[config.mk]
export PLATFORM = sky130hd
export DESIGN_NAME = nvm2w_slave
export DESIGN_NICKNAME = d
export VERILOG_FILES = /design/src/rtl/nvm2w_pkg.sv /design/src/rtl/nvm2w_store.sv /design/src/rtl/nvm2w_ctrl.sv /design/src/rtl/nvm2w_slave.sv
export SDC_FILE = /design/constraint.sdc
export NUM_CORES = 1
export LEC_CHECK = 0
export ABC_AREA = 1
export BUFFER_PORTS_ARGS = -buffer_cell sky130_fd_sc_hd__buf_2
export CORE_AREA = 10 10 139 141
export DETAILED_ROUTE_END_ITERATION = 8
export DIE_AREA = 0 0 149 151
export GPL_ROUTABILITY_DRIVEN = 0
export MAX_ROUTING_LAYER = met4
export PLACE_DENSITY = 0.75
export SLEW_MARGIN = 20
export SYNTH_ARGS = -nofsm -noshare
export SYNTH_HDL_FRONTEND = slang
export SYNTH_SLANG_ARGS = --single-unit
[constraint.sdc]
create_clock -name clk -period 1.8 [get_ports clk]
set_clock_uncertainty 0.05 [all_clocks]
set_input_delay 0.45 -clock clk [delete_from_list [all_inputs] [get_ports clk]]
set_output_delay 0.45 -clock clk [all_outputs]
set_load 0.005 [all_outputs]
[src/rtl/nvm2w_pkg.sv]
package nvm2w_pkg;

  // Strobes from the bus controller to the storage datapath.
  typedef struct packed {
    logic       busStart;  // START or repeated START seen
    logic       busStop;   // STOP seen
    logic       setPtr;    // load pointer from byteVal
    logic       bumpPtr;   // advance pointer (read byte issued)
    logic       holdWr;    // capture byteVal for programming at pointer
    logic [7:0] byteVal;   // last received byte
  } memCmd_t;

  typedef enum logic [2:0] {
    S_IDLE,
    S_CTRL,
    S_ADDR,
    S_WDATA,
    S_RDATA,
    S_WAIT
  } busPhase_t;

endpackage

[src/rtl/nvm2w_store.sv]
module nvm2w_store
  import nvm2w_pkg::*;
#(
  parameter int DEPTH       = 16,
  parameter int BUSY_CYCLES = 500000
) (
  input  logic       clk,
  input  logic       rstN,
  input  memCmd_t    cmd,
  output logic [7:0] rdByte,
  output logic       busy
);

  localparam int AW = $clog2(DEPTH);
  localparam int CW = $clog2(BUSY_CYCLES + 1);

  logic [7:0]    mem [DEPTH];
  logic [AW-1:0] ptr;
  logic [AW-1:0] holdAddr;
  logic [7:0]    holdData;
  logic          pending;
  logic [CW-1:0] busyCnt;
  logic          commitNow;
  logic          unusedAddrHi;

  assign unusedAddrHi = ^cmd.byteVal[7:AW];
  assign rdByte       = mem[ptr];
  assign commitNow    = busy && (busyCnt == '0);

  always_ff @(posedge clk or negedge rstN) begin
    if (!rstN) begin
      ptr      <= '0;
      holdAddr <= '0;
      holdData <= '0;
    end else if (cmd.setPtr) begin
      ptr <= cmd.byteVal[AW-1:0];
    end else if (cmd.holdWr) begin
      holdAddr <= ptr;
      holdData <= cmd.byteVal;
      ptr      <= ptr + AW'(1);
    end else if (cmd.bumpPtr) begin
      ptr <= ptr + AW'(1);
    end
  end

  always_ff @(posedge clk or negedge rstN) begin
    if (!rstN) begin
      pending <= 1'b0;
      busy    <= 1'b0;
      busyCnt <= '0;
    end else begin
      if (cmd.holdWr) begin
        pending <= 1'b1;
      end else if (cmd.busStop && pending && !busy) begin
        pending <= 1'b0;
        busy    <= 1'b1;
        busyCnt <= CW'(BUSY_CYCLES - 1);
      end else if (cmd.busStart) begin
        pending <= 1'b0;
      end
      if (busy) begin
        if (busyCnt == '0) busy <= 1'b0;
        else               busyCnt <= busyCnt - CW'(1);
      end
    end
  end

  for (genvar i = 0; i < DEPTH; i++) begin : g_cell
    always_ff @(posedge clk or negedge rstN) begin
      if (!rstN)                                   mem[i] <= '0;
      else if (commitNow && holdAddr == AW'(i))    mem[i] <= holdData;
    end
  end


  ptr_wrap_chk: assert property (@(posedge clk) disable iff (!rstN)
    (cmd.bumpPtr && !cmd.setPtr && !cmd.holdWr && ptr == AW'(DEPTH - 1)) |=> (ptr == '0));


  prog_start_chk: assert property (@(posedge clk) disable iff (!rstN)
    (cmd.busStop && pending && !busy) |=> busy);


  prog_end_chk: assert property (@(posedge clk) disable iff (!rstN)
    commitNow |=> !busy);

endmodule

[src/rtl/nvm2w_ctrl.sv]
module nvm2w_ctrl
  import nvm2w_pkg::*;
#(
  parameter logic [6:0] DEV_CODE = 7'h50
) (
  input  logic       clk,
  input  logic       rstN,
  input  logic       sclIn,
  input  logic       sdaIn,
  input  logic [7:0] rdByte,
  input  logic       busy,
  output memCmd_t    cmd,
  output logic       sdaDrive
);

  busPhase_t  state, nextSt;
  logic [3:0] bitCnt;
  logic [7:0] shiftReg;
  logic       sclPrev, sdaPrev;
  logic       startDet, stopDet, sclRise, sclFall;
  logic       ctrlMatch, inXfer, ackSlotFall, endSlotFall;

  assign startDet    = sclIn && sclPrev && sdaPrev && !sdaIn;
  assign stopDet     = sclIn && sclPrev && !sdaPrev && sdaIn;
  assign sclRise     = sclIn && !sclPrev;
  assign sclFall     = !sclIn && sclPrev;
  assign ctrlMatch   = (shiftReg[7:1] == DEV_CODE) && !busy;
  assign inXfer      = (state != S_IDLE) && (state != S_WAIT) && !startDet && !stopDet;
  assign ackSlotFall = inXfer && sclFall && (bitCnt == 4'd8);
  assign endSlotFall = inXfer && sclFall && (bitCnt == 4'd9);

  always_comb begin
    cmd          = '0;
    cmd.busStart = startDet;
    cmd.busStop  = stopDet;
    cmd.byteVal  = shiftReg;
    cmd.setPtr   = ackSlotFall && (state == S_ADDR);
    cmd.holdWr   = ackSlotFall && (state == S_WDATA);
    cmd.bumpPtr  = endSlotFall && (nextSt == S_RDATA);
  end

  always_ff @(posedge clk or negedge rstN) begin
    if (!rstN) begin
      state    <= S_IDLE;
      nextSt   <= S_IDLE;
      bitCnt   <= '0;
      shiftReg <= '0;
      sdaDrive <= 1'b0;
      sclPrev  <= 1'b1;
      sdaPrev  <= 1'b1;
    end else begin
      sclPrev <= sclIn;
      sdaPrev <= sdaIn;
      if (stopDet) begin
        state    <= S_IDLE;
        sdaDrive <= 1'b0;
      end else if (startDet) begin
        state    <= S_CTRL;
        bitCnt   <= '0;
        sdaDrive <= 1'b0;
      end else if (inXfer) begin
        if (sclRise) begin
          if (bitCnt < 4'd8) begin
            bitCnt <= bitCnt + 4'd1;
            if (state != S_RDATA) shiftReg <= {shiftReg[6:0], sdaIn};
          end else if (bitCnt == 4'd8) begin
            bitCnt <= 4'd9;
            if (state == S_RDATA && sdaIn) state <= S_WAIT;  // master NACK
          end
        end else if (sclFall) begin
          if (bitCnt == 4'd8) begin
            case (state)
              S_CTRL: begin
                if (ctrlMatch) begin
                  sdaDrive <= 1'b1;
                  nextSt   <= shiftReg[0] ? S_RDATA : S_ADDR;
                end else begin
                  state <= S_WAIT;
                end
              end
              S_ADDR:  begin sdaDrive <= 1'b1; nextSt <= S_WDATA; end
              S_WDATA: begin sdaDrive <= 1'b1; nextSt <= S_WAIT;  end
              default: sdaDrive <= 1'b0;  // read: hand the ack slot to the master
            endcase
          end else if (bitCnt == 4'd9) begin
            bitCnt <= '0;
            state  <= nextSt;
            if (nextSt == S_RDATA) begin
              sdaDrive <= ~rdByte[7];
              shiftReg <= {rdByte[6:0], 1'b0};
            end else begin
              sdaDrive <= 1'b0;
            end
          end else if (state == S_RDATA && bitCnt != 4'd0) begin
            sdaDrive <= ~shiftReg[7];
            shiftReg <= {shiftReg[6:0], 1'b0};
          end
        end
      end
    end
  end


  no_ack_busy_chk: assert property (@(posedge clk) disable iff (!rstN)
    busy |-> !sdaDrive);


  sda_steady_chk: assert property (@(posedge clk) disable iff (!rstN)
    (sclIn && sclPrev && !startDet && !stopDet) |=> $stable(sdaDrive));


  strobe_excl_chk: assert property (@(posedge clk) disable iff (!rstN)
    $onehot0({cmd.setPtr, cmd.holdWr, cmd.bumpPtr}));


  nack_release_chk: assert property (@(posedge clk) disable iff (!rstN)
    (state == S_WAIT) |-> !sdaDrive);

endmodule

[src/rtl/nvm2w_slave.sv]
module nvm2w_slave
  import nvm2w_pkg::*;
#(
  parameter logic [6:0] DEV_CODE    = 7'h50,
  parameter int         DEPTH       = 16,
  parameter int         BUSY_CYCLES = 500000
) (
  input  logic clk,
  input  logic rstN,
  input  logic sclIn,
  input  logic sdaIn,
  output logic sdaPullLow
);

  memCmd_t    cmd;
  logic [7:0] rdByte;
  logic       busy;

  nvm2w_ctrl #(.DEV_CODE(DEV_CODE)) u_ctrl (
    .clk      (clk),
    .rstN     (rstN),
    .sclIn    (sclIn),
    .sdaIn    (sdaIn),
    .rdByte   (rdByte),
    .busy     (busy),
    .cmd      (cmd),
    .sdaDrive (sdaPullLow)
  );

  nvm2w_store #(.DEPTH(DEPTH), .BUSY_CYCLES(BUSY_CYCLES)) u_store (
    .clk    (clk),
    .rstN   (rstN),
    .cmd    (cmd),
    .rdByte (rdByte),
    .busy   (busy)
  );

endmodule

==> impl_summary.txt, run 1 <==
----------------------------------------------------
[Yosys]
  Number of synthesized register bits ... 186
  Synth unique cells ... 34
  Sequential cell area fraction in the yosys report ... 0.502
  Number of nets produced by synthesis ... 1201
  Mean Syn Cell Area ... 7.81 um^2
  Cell area after synthesis ... 9280 um^2
  Yosys warns ... 0
  Synthesized instance count ... 1188

[Floorplanning]
  IO Count ... 5
  Starting Density ... 0.564
  Core Region ... 16500 um^2
  Total die area ... 22500 um^2
  Number of cell rows ... 47
  Horiz. Die Dim ... 149 um
  Die height ... 151 um

[Clock tree]
  # clock sinks ... 186
  Number of buffers between clock root and the deepest sink ... 2
  Cts bufs inserted ... 17
  CTS tree ... yes
  Register clock-pin slew on the reported worst setup and hold paths ... 0.07 ns
  Master cell of the clock root buffer ... sky130_fd_sc_hd__clkbuf_16
  Source-to-sink clock delay at the later pin of the worst-skew pair ... 0.44 ns
  Maximum level of the CTS H-tree ... 4

[Timing]
  Worst slack on hold paths ... 0.111 ns
  Count of final setup violators ... 0
  Worst Slack Setup Final ... 0.00226 ns
  RSZ-0062 raised after global routing ... true
  Min Clock Period, post-route ... 1.80 ns
  Fraction of the cycle the final worst path needs ... 0.999
  Max-slew violation count ... 0
  Final Hold Fails ... 0
  Max-slew headroom at the worst pin ... 0.697
  Top achievable clock speed ... 556 MHz
  Least-Margin Pin Slew ... 0.450 ns

[Worst setup path]
  Cell count of the worst reg-to-reg path ... 10
  Max FO, Critical Path ... 8
  CP Launch Type ... flip-flop
  Endpoint type of the worst setup path ... flip-flop
  Register-to-register setup slack ... 0.002 ns
  Crit-path cells ... inv_2 > ha_4 > nand2_2 > nand2_2 > nor3_2 > nand3_2 > buf_8 > nor2_4 > nand2_1 > nand2_1
  Delay of the slowest cell on the worst path ... 0.57 ns
  Slowest cell on the critical path ... sky130_fd_sc_hd__dfstp_2
  Critical path start-end classification ... reg -> reg
  CP required ... 2.12 ns
  Arr. time, crit path ... 2.12 ns

[Pwr]
  Peak supply drop ... 744 uV
  Cell area power density ... 773 nW/um^2
  Leakage power summed over all cells ... 5.14 nW

[GRT]
  Global-route wire length before repair ... 40000 um
  Via count of the first global-routing pass ... 7965
  Total routing resource utilization after global routing ... 0.228
  Remaining global-route overflow ... 0
  Initial antenna violation count ... 0
  Largest net degree at the start of global routing ... 54

[Cells and area]
  Antenna diode instance count ... 0
  Area added between synthesis and finish ... 23.7%
  Fraction of layout instances using a drive strength above 1 ... 0.197
  Layout Cells excl Fill ... 1503
  Final net count ... 1283
  Final core utilization ... 0.697
  Multi-input combinational cell area ... 4450 um^2
  FILL cells ... 1271
  Total area of sequential cells ... 4660 um^2
  Post-route cell area ... 11500 um^2

[Place]
  Post-detailed-placement cell area ... 10200 um^2
  Placed Cells ... 1456
  Post-place setup slack ... -0.158 ns
  Count of buffers from port buffering ... 4
  Post-detail-place hpwl ... 16200 um

[Route]
  Via count ... 8455
  ANT nets after route ... 0
  Average detailed-routed wire length per instance ... 16.7 um
  Vias per std cell ... 5.63
  Wire length reported by the detailed router ... 25100 um
  Remaining routing DRC violations ... 0
  Drt initial violations ... 835
  Initial DRT Pass Iterations ... 6

[Min path]
  Hold path cells ... 1
  HP Class ... in -> reg

[Outcome]
  Status ... finished, final reports clean

[Run]
  Count of max-cap constraint violations ... 0

----------------------------------------------------
-- kinds of logic (layout without fill, tap and decap cells) --
kind of cell	after synthesis	after routing	synth area share
compound gates	244	244	0.135
xor+xnor	9	9	0.00849
fa+ha+maj	9	9	0.0121
buf+inv	129	224	0.0640
flops	186	186	0.502
simple gates	611	611	0.279
-- critical path, delay by kind of cell, from the launching register on --
family / cells / cell delay [ns]
simple gates: 7 / 0.69
fa+ha+maj: 1 / 0.18
flops: 1 / 0.57
buf+inv: 2 / 0.23
-- path summary, 6_finish.rpt --
kind | end | startpoint
worst max register to register | u_ctrl.shiftReg[3]$_DFFE_PN0P_ | u_ctrl.sclPrev$_DFF_PN1_
max in group asynchronous | u_store.busyCnt[13]$_DFF_PN0_ | rstN
worst min-delay path | u_ctrl.sdaPrev$_DFF_PN1_ | sdaIn
min in group asynchronous | u_store.mem[59]$_DFFE_PN0P_ | rstN
worst max-delay path | u_ctrl.shiftReg[3]$_DFFE_PN0P_ | u_ctrl.sclPrev$_DFF_PN1_
worst min register to register | u_store.mem[16]$_DFFE_PN0P_ | u_store.mem[16]$_DFFE_PN0P_
-- flip-flops by register name, indices dropped and copies added (netlist names) --
register          count
u_ctrl.bitCnt         4
u_ctrl.nextSt         3
u_ctrl.sclPrev        1
u_ctrl.sdaDrive       1
u_ctrl.sdaPrev        1
u_ctrl.shiftReg       8
u_ctrl.state          3
u_store.busy          1
u_store.busyCnt      19
u_store.holdAddr      4
u_store.holdData      8
u_store.mem         128
u_store.pending       1
u_store.ptr           4
-- Yosys cell counts --
cell                       number  share of area
sky130_fd_sc_hd__a21oi_1       13         0.0070
sky130_fd_sc_hd__a22oi_1        1        0.00081
sky130_fd_sc_hd__buf_1          2        0.00081
sky130_fd_sc_hd__buf_2         16         0.0086
sky130_fd_sc_hd__buf_4          1        0.00081
sky130_fd_sc_hd__buf_6         10          0.012
sky130_fd_sc_hd__buf_8          1         0.0016
sky130_fd_sc_hd__clkbuf_1      31          0.013
sky130_fd_sc_hd__clkinv_1       3         0.0012
sky130_fd_sc_hd__dfrtp_1      184           0.50
sky130_fd_sc_hd__dfstp_2        2         0.0057
sky130_fd_sc_hd__ha_1           9          0.012
sky130_fd_sc_hd__inv_1         65          0.026
sky130_fd_sc_hd__nand2_1      279           0.11
sky130_fd_sc_hd__nand2_4       10          0.012
sky130_fd_sc_hd__nand3_1       98          0.053
sky130_fd_sc_hd__nand3b_1       2         0.0016
sky130_fd_sc_hd__nand4_1       11         0.0074
sky130_fd_sc_hd__nand4_2        1         0.0013
sky130_fd_sc_hd__nand4_4        1         0.0023
sky130_fd_sc_hd__nor2_1       194          0.078
sky130_fd_sc_hd__nor2_2         4         0.0027
sky130_fd_sc_hd__nor2_4         1         0.0012
sky130_fd_sc_hd__nor3_1         5         0.0027
sky130_fd_sc_hd__nor4_1         4         0.0027
sky130_fd_sc_hd__o211ai_1       8         0.0065
sky130_fd_sc_hd__o21ai_0      128          0.069
sky130_fd_sc_hd__o21ai_1       89          0.048
sky130_fd_sc_hd__o21bai_1       1        0.00081
sky130_fd_sc_hd__o22ai_1        3         0.0020
sky130_fd_sc_hd__o31ai_1        1        0.00081
sky130_fd_sc_hd__or2_1          1        0.00067
sky130_fd_sc_hd__xnor2_1        3         0.0028
sky130_fd_sc_hd__xor2_1         6         0.0057
-- layer usage --
| layer | GRT usage | share of wire | routed length (um) | vias to the layer above |
|---|---|---|---|---|
| met5 | - | 0 | 0 | - |
| met4 | 0.0618 | 0.020 | 499 | 0 |
| met3 | 0.0543 | 0.066 | 1660 | 55 |
| met2 | 0.353 | 0.48 | 12000 | 304 |
| met1 | 0.297 | 0.44 | 11000 | 4034 |
| li1 | - | - | - | 4062 |
-- what timing repair did --
action,4_1_cts,5_1_grt
pin swaps,3,25
hold buffers,1,0
resized for setup,21,123
buffers inserted,5,8
endpoints found under the setup margin,133,173
hold endpoints to repair,25,0
cloned,1,0
-- power by group --
part           total (mW)  switching (mW)  internal (mW)
logic               0.493           0.303          0.190
clock network        4.14            1.67           2.46
registers            4.24          0.0314           4.21
-- cells in the final DEF, fill, tap and decap left out, types with 8 or more instances in the layout --
cell type                   count
sky130_fd_sc_hd__nand2_2       21
sky130_fd_sc_hd__nand4_1       11
sky130_fd_sc_hd__o21ai_1      103
sky130_fd_sc_hd__nor2_1       167
sky130_fd_sc_hd__o211ai_1       8
sky130_fd_sc_hd__nand2_1      258
sky130_fd_sc_hd__inv_1         54
sky130_fd_sc_hd__a21oi_1       11
sky130_fd_sc_hd__buf_4         88
sky130_fd_sc_hd__nand2_8       10
sky130_fd_sc_hd__o21ai_0      112
sky130_fd_sc_hd__inv_2         10
sky130_fd_sc_hd__buf_12        15
sky130_fd_sc_hd__nand3_1       89
sky130_fd_sc_hd__dfrtp_1      182
sky130_fd_sc_hd__clkbuf_16     17
sky130_fd_sc_hd__nor2_2        17
sky130_fd_sc_hd__nor2_4        15
sky130_fd_sc_hd__buf_6         15
-- stage by stage --
stage          power [mW]  TNS [ns]
2_1_floorplan        4.49  -0.00109
3_3_place_gp         4.68     -5.18
3_5_place_dp         4.69    -12.41
4_1_cts              8.81     -1.29
5_1_grt              9.16     -6.22
6_report             8.87         0
-- final cells by class --
class	count	share of cell area
repair buffers	124	0.103
multi-input cells	873	0.388
clock inverters	11	0.0159
clock buffers	21	0.0410
flip-flops and latches	186	0.406
well taps	220	0.0240
inverters	68	0.0224
Power figures use the tool's default switching activity.
==> inputs of run 2 (changes only) <==
--- a/config.mk
+++ b/config.mk
@@ -8,6 +8,7 @@
 export ABC_AREA = 1
 export BUFFER_PORTS_ARGS = -buffer_cell sky130_fd_sc_hd__buf_2
 export CORE_AREA = 10 10 139 141
+export CTS_BUF_LIST = sky130_fd_sc_hd__clkbuf_8 sky130_fd_sc_hd__clkbuf_16
 export DETAILED_ROUTE_END_ITERATION = 8
 export DIE_AREA = 0 0 149 151
 export GPL_ROUTABILITY_DRIVEN = 0
==> impl_summary.txt, run 2 (synthesized netlist as in run 1, its figures left out) <==
----------------------------------------------------
[Pwr]
  Portion of total power attributed to sequential cells ... 0.478 (about the same)
  Total power consumption of the routed design ... 8.87 mW (about the same)
  Combinational fraction of design power ... 0.056 (about the same)
  Switching Share ... 0.227 (+0.000561)
  Internal cell power ... 6.86 mW (about the same)
  Relative contribution of the clock network to total power ... 0.466 (about the same)
  Peak supply drop ... 749 uV (+0.70%)
  Cell area power density ... 773 nW/um^2 (about the same)
  Leakage power summed over all cells ... 5.14 nW (about the same)
  Switching power total ... 2.01 mW (+0.23%)

[Place]
  Post-place setup slack ... -0.158 ns (unchanged)
  Placed Cells ... 1456 (unchanged)
  Count of buffers from port buffering ... 4 (unchanged)
  Post-detail-place hpwl ... 16200 um (unchanged)
  Post-detailed-placement cell area ... 10200 um^2 (unchanged)

[Route]
  Remaining routing DRC violations ... 0 (unchanged)
  Via count ... 8469 (+0.17%)
  Average detailed-routed wire length per instance ... 16.7 um (+0.14%)
  ANT nets after route ... 0 (unchanged)
  Initial DRT Pass Iterations ... 5 (-1)
  Wire length reported by the detailed router ... 25200 um (+0.14%)
  Drt initial violations ... 807 (-3.4%)
  Vias per std cell ... 5.63 (+0.17%)

[Cells and area]
  Antenna diode instance count ... 0 (unchanged)
  Max reg flops ... 128 (unchanged)
  Post-route cell area ... 11500 um^2 (unchanged)
  Final core utilization ... 0.697 (unchanged)
  Final net count ... 1283 (unchanged)
  Leading cell types in the layout, fill and taps excluded ... sky130_fd_sc_hd__nand2_1, sky130_fd_sc_hd__dfrtp_1, sky130_fd_sc_hd__nor2_1, sky130_fd_sc_hd__o21ai_0, sky130_fd_sc_hd__o21ai_1
  Largest registers in the final layout ... u_store.mem: 128 flops, u_store.busyCnt: 19 flops
  Fraction of layout instances using a drive strength above 1 ... 0.197 (unchanged)
  FILL cells ... 1271 (unchanged)
  Layout Cells excl Fill ... 1503 (unchanged)
  Area added between synthesis and finish ... 23.7% (unchanged)
  Register ranked first by flip-flop count ... u_store.mem
  Most common library cell in the layout ignoring fill and taps ... sky130_fd_sc_hd__nand2_1

[Floorplanning]
  Core Region ... 16500 um^2 (unchanged)
  Die height ... 151 um (unchanged)
  IO Count ... 5 (unchanged)
  Horiz. Die Dim ... 149 um (unchanged)
  Starting Density ... 0.564 (unchanged)
  Number of cell rows ... 47 (unchanged)
  Total die area ... 22500 um^2 (unchanged)

[GRT]
  Global-route wire length before repair ... 40000 um (unchanged)
  Via count of the first global-routing pass ... 7966 (+0.013%)
  Remaining global-route overflow ... 0 (unchanged)
  Largest net degree at the start of global routing ... 54 (unchanged)
  Total routing resource utilization after global routing ... 0.228 (unchanged)
  Initial antenna violation count ... 0 (unchanged)

[Clock tree]
  CTS tree ... yes
  Master cell of the clock root buffer ... sky130_fd_sc_hd__clkbuf_16
  Register clock-pin slew on the reported worst setup and hold paths ... 0.07 ns (about the same)
  Number of buffers between clock root and the deepest sink ... 2 (unchanged)
  Cts bufs inserted ... 17 (unchanged)
  Maximum level of the CTS H-tree ... 4 (unchanged)
  Source-to-sink clock delay at the later pin of the worst-skew pair ... 0.44 ns (about the same)
  # clock sinks ... 186 (unchanged)

[Timing]
  Min Clock Period, post-route ... 1.80 ns (+0.000651 ns)
  Worst slack on hold paths ... 0.108 ns (-0.00283 ns)
  Final Hold Fails ... 0 (unchanged)
  Fraction of the cycle the final worst path needs ... 0.999 (about the same)
  Top achievable clock speed ... 556 MHz (about the same)
  Max-slew headroom at the worst pin ... 0.697 (about the same)
  RSZ-0062 raised after global routing ... true
  Least-Margin Pin Slew ... 0.450 ns (-0.000000715 ns)
  Worst Slack Setup Final ... 0.00161 ns (-0.000651 ns)
  Fin Setup TNS ... 0 ns (unchanged)
  Count of final setup violators ... 0 (unchanged)
  Max-slew violation count ... 0 (unchanged)

[Worst setup path]
  Cell count of the worst reg-to-reg path ... 9 (-1)
  Register-to-register setup slack ... 0.002 ns (about the same)
  Arr. time, crit path ... 2.11 ns (about the same)
  Critical path start-end classification ... reg -> reg
  Endpoint type of the worst setup path ... flip-flop
  CP Launch Type ... flip-flop
  CP required ... 2.11 ns (about the same)
  Max FO, Critical Path ... 25 (+17)

[Outcome]
  Status ... finished, final reports clean

[Run]
  Count of max-cap constraint violations ... 0 (unchanged)

[Min path]
  HP Class ... in -> reg
  Hold path cells ... 1 (unchanged)

----------------------------------------------------
[run 2: cell count changes in the layout (fill, tap and decap cells not counted), sizes merged]
cell,change
inv,+1
clkbuf,-1
[run 2: final timing paths]
kind                                             startpoint                         endpoint
worst max-delay path            u_ctrl.state[0]$_DFFE_PN0P_  u_store.holdData[4]$_DFFE_PN0P_
worst min-delay path                                  sdaIn         u_ctrl.sdaPrev$_DFF_PN1_
worst max register to register  u_ctrl.state[0]$_DFFE_PN0P_  u_store.holdData[4]$_DFFE_PN0P_
worst min register to register  u_store.mem[21]$_DFFE_PN0P_      u_store.mem[21]$_DFFE_PN0P_
max in group asynchronous                              rstN    u_store.busyCnt[13]$_DFF_PN0_
min in group asynchronous                              rstN      u_store.mem[59]$_DFFE_PN0P_
[run 2: critical path, stage by stage, from the launching register on]
cell,delay (ns)
sky130_fd_sc_hd__dfrtp_1,0.44
sky130_fd_sc_hd__o21ai_1,0.29
sky130_fd_sc_hd__nand2_1,0.14
sky130_fd_sc_hd__nand2_1,0.18
sky130_fd_sc_hd__nor2_4,0.08
sky130_fd_sc_hd__buf_12,0.14
sky130_fd_sc_hd__nand4_4,0.06
sky130_fd_sc_hd__buf_12,0.17
sky130_fd_sc_hd__nor2_2,0.04
sky130_fd_sc_hd__a21oi_1,0.12
[run 2: layout make-up]
| class | count | area (um^2) | share of cell area |
|---|---|---|---|
| Tap cell | 220 | 275 | 0.0240 |
| Clock buffer | 20 | 467 | 0.0406 |
| Multi-Input combinational cell | 873 | 4450 | 0.388 |
| Inverter | 68 | 258 | 0.0224 |
| Clock inverter | 12 | 186 | 0.0162 |
| Timing Repair Buffer | 124 | 1180 | 0.103 |
| Sequential cell | 186 | 4660 | 0.406 |
[run 2: what timing repair did]
item                                    in CTS  in global routing
hold buffers                                 1                  0
buffers inserted                             5                  8
resized for setup                           21                123
endpoints found under the setup margin     133                173
cloned                                       1                  0
hold endpoints to repair                    25                  0
pin swaps                                    3                 25
[run 2: per-layer routing]
layer / up-vias / track usage / wire [um] / share of wire
li1: 4066 / - / - / -
met1: 4033 / 0.297 / 11000 / 0.44
met2: 310 / 0.353 / 11900 / 0.47
met3: 60 / 0.0543 / 1720 / 0.068
met4: 0 / 0.0618 / 489 / 0.019
met5: - / - / 0 / 0
[run 2: power groups by stage]
stage	clock network [mW]	registers (mW)	logic (mW)
5_1_grt	4.36	4.25	0.543
6_report	4.14	4.24	0.494
3_5_place_dp	0	4.32	0.372
3_3_place_gp	0	4.32	0.365
4_1_cts	4.18	4.24	0.381
2_1_floorplan	0	4.32	0.165
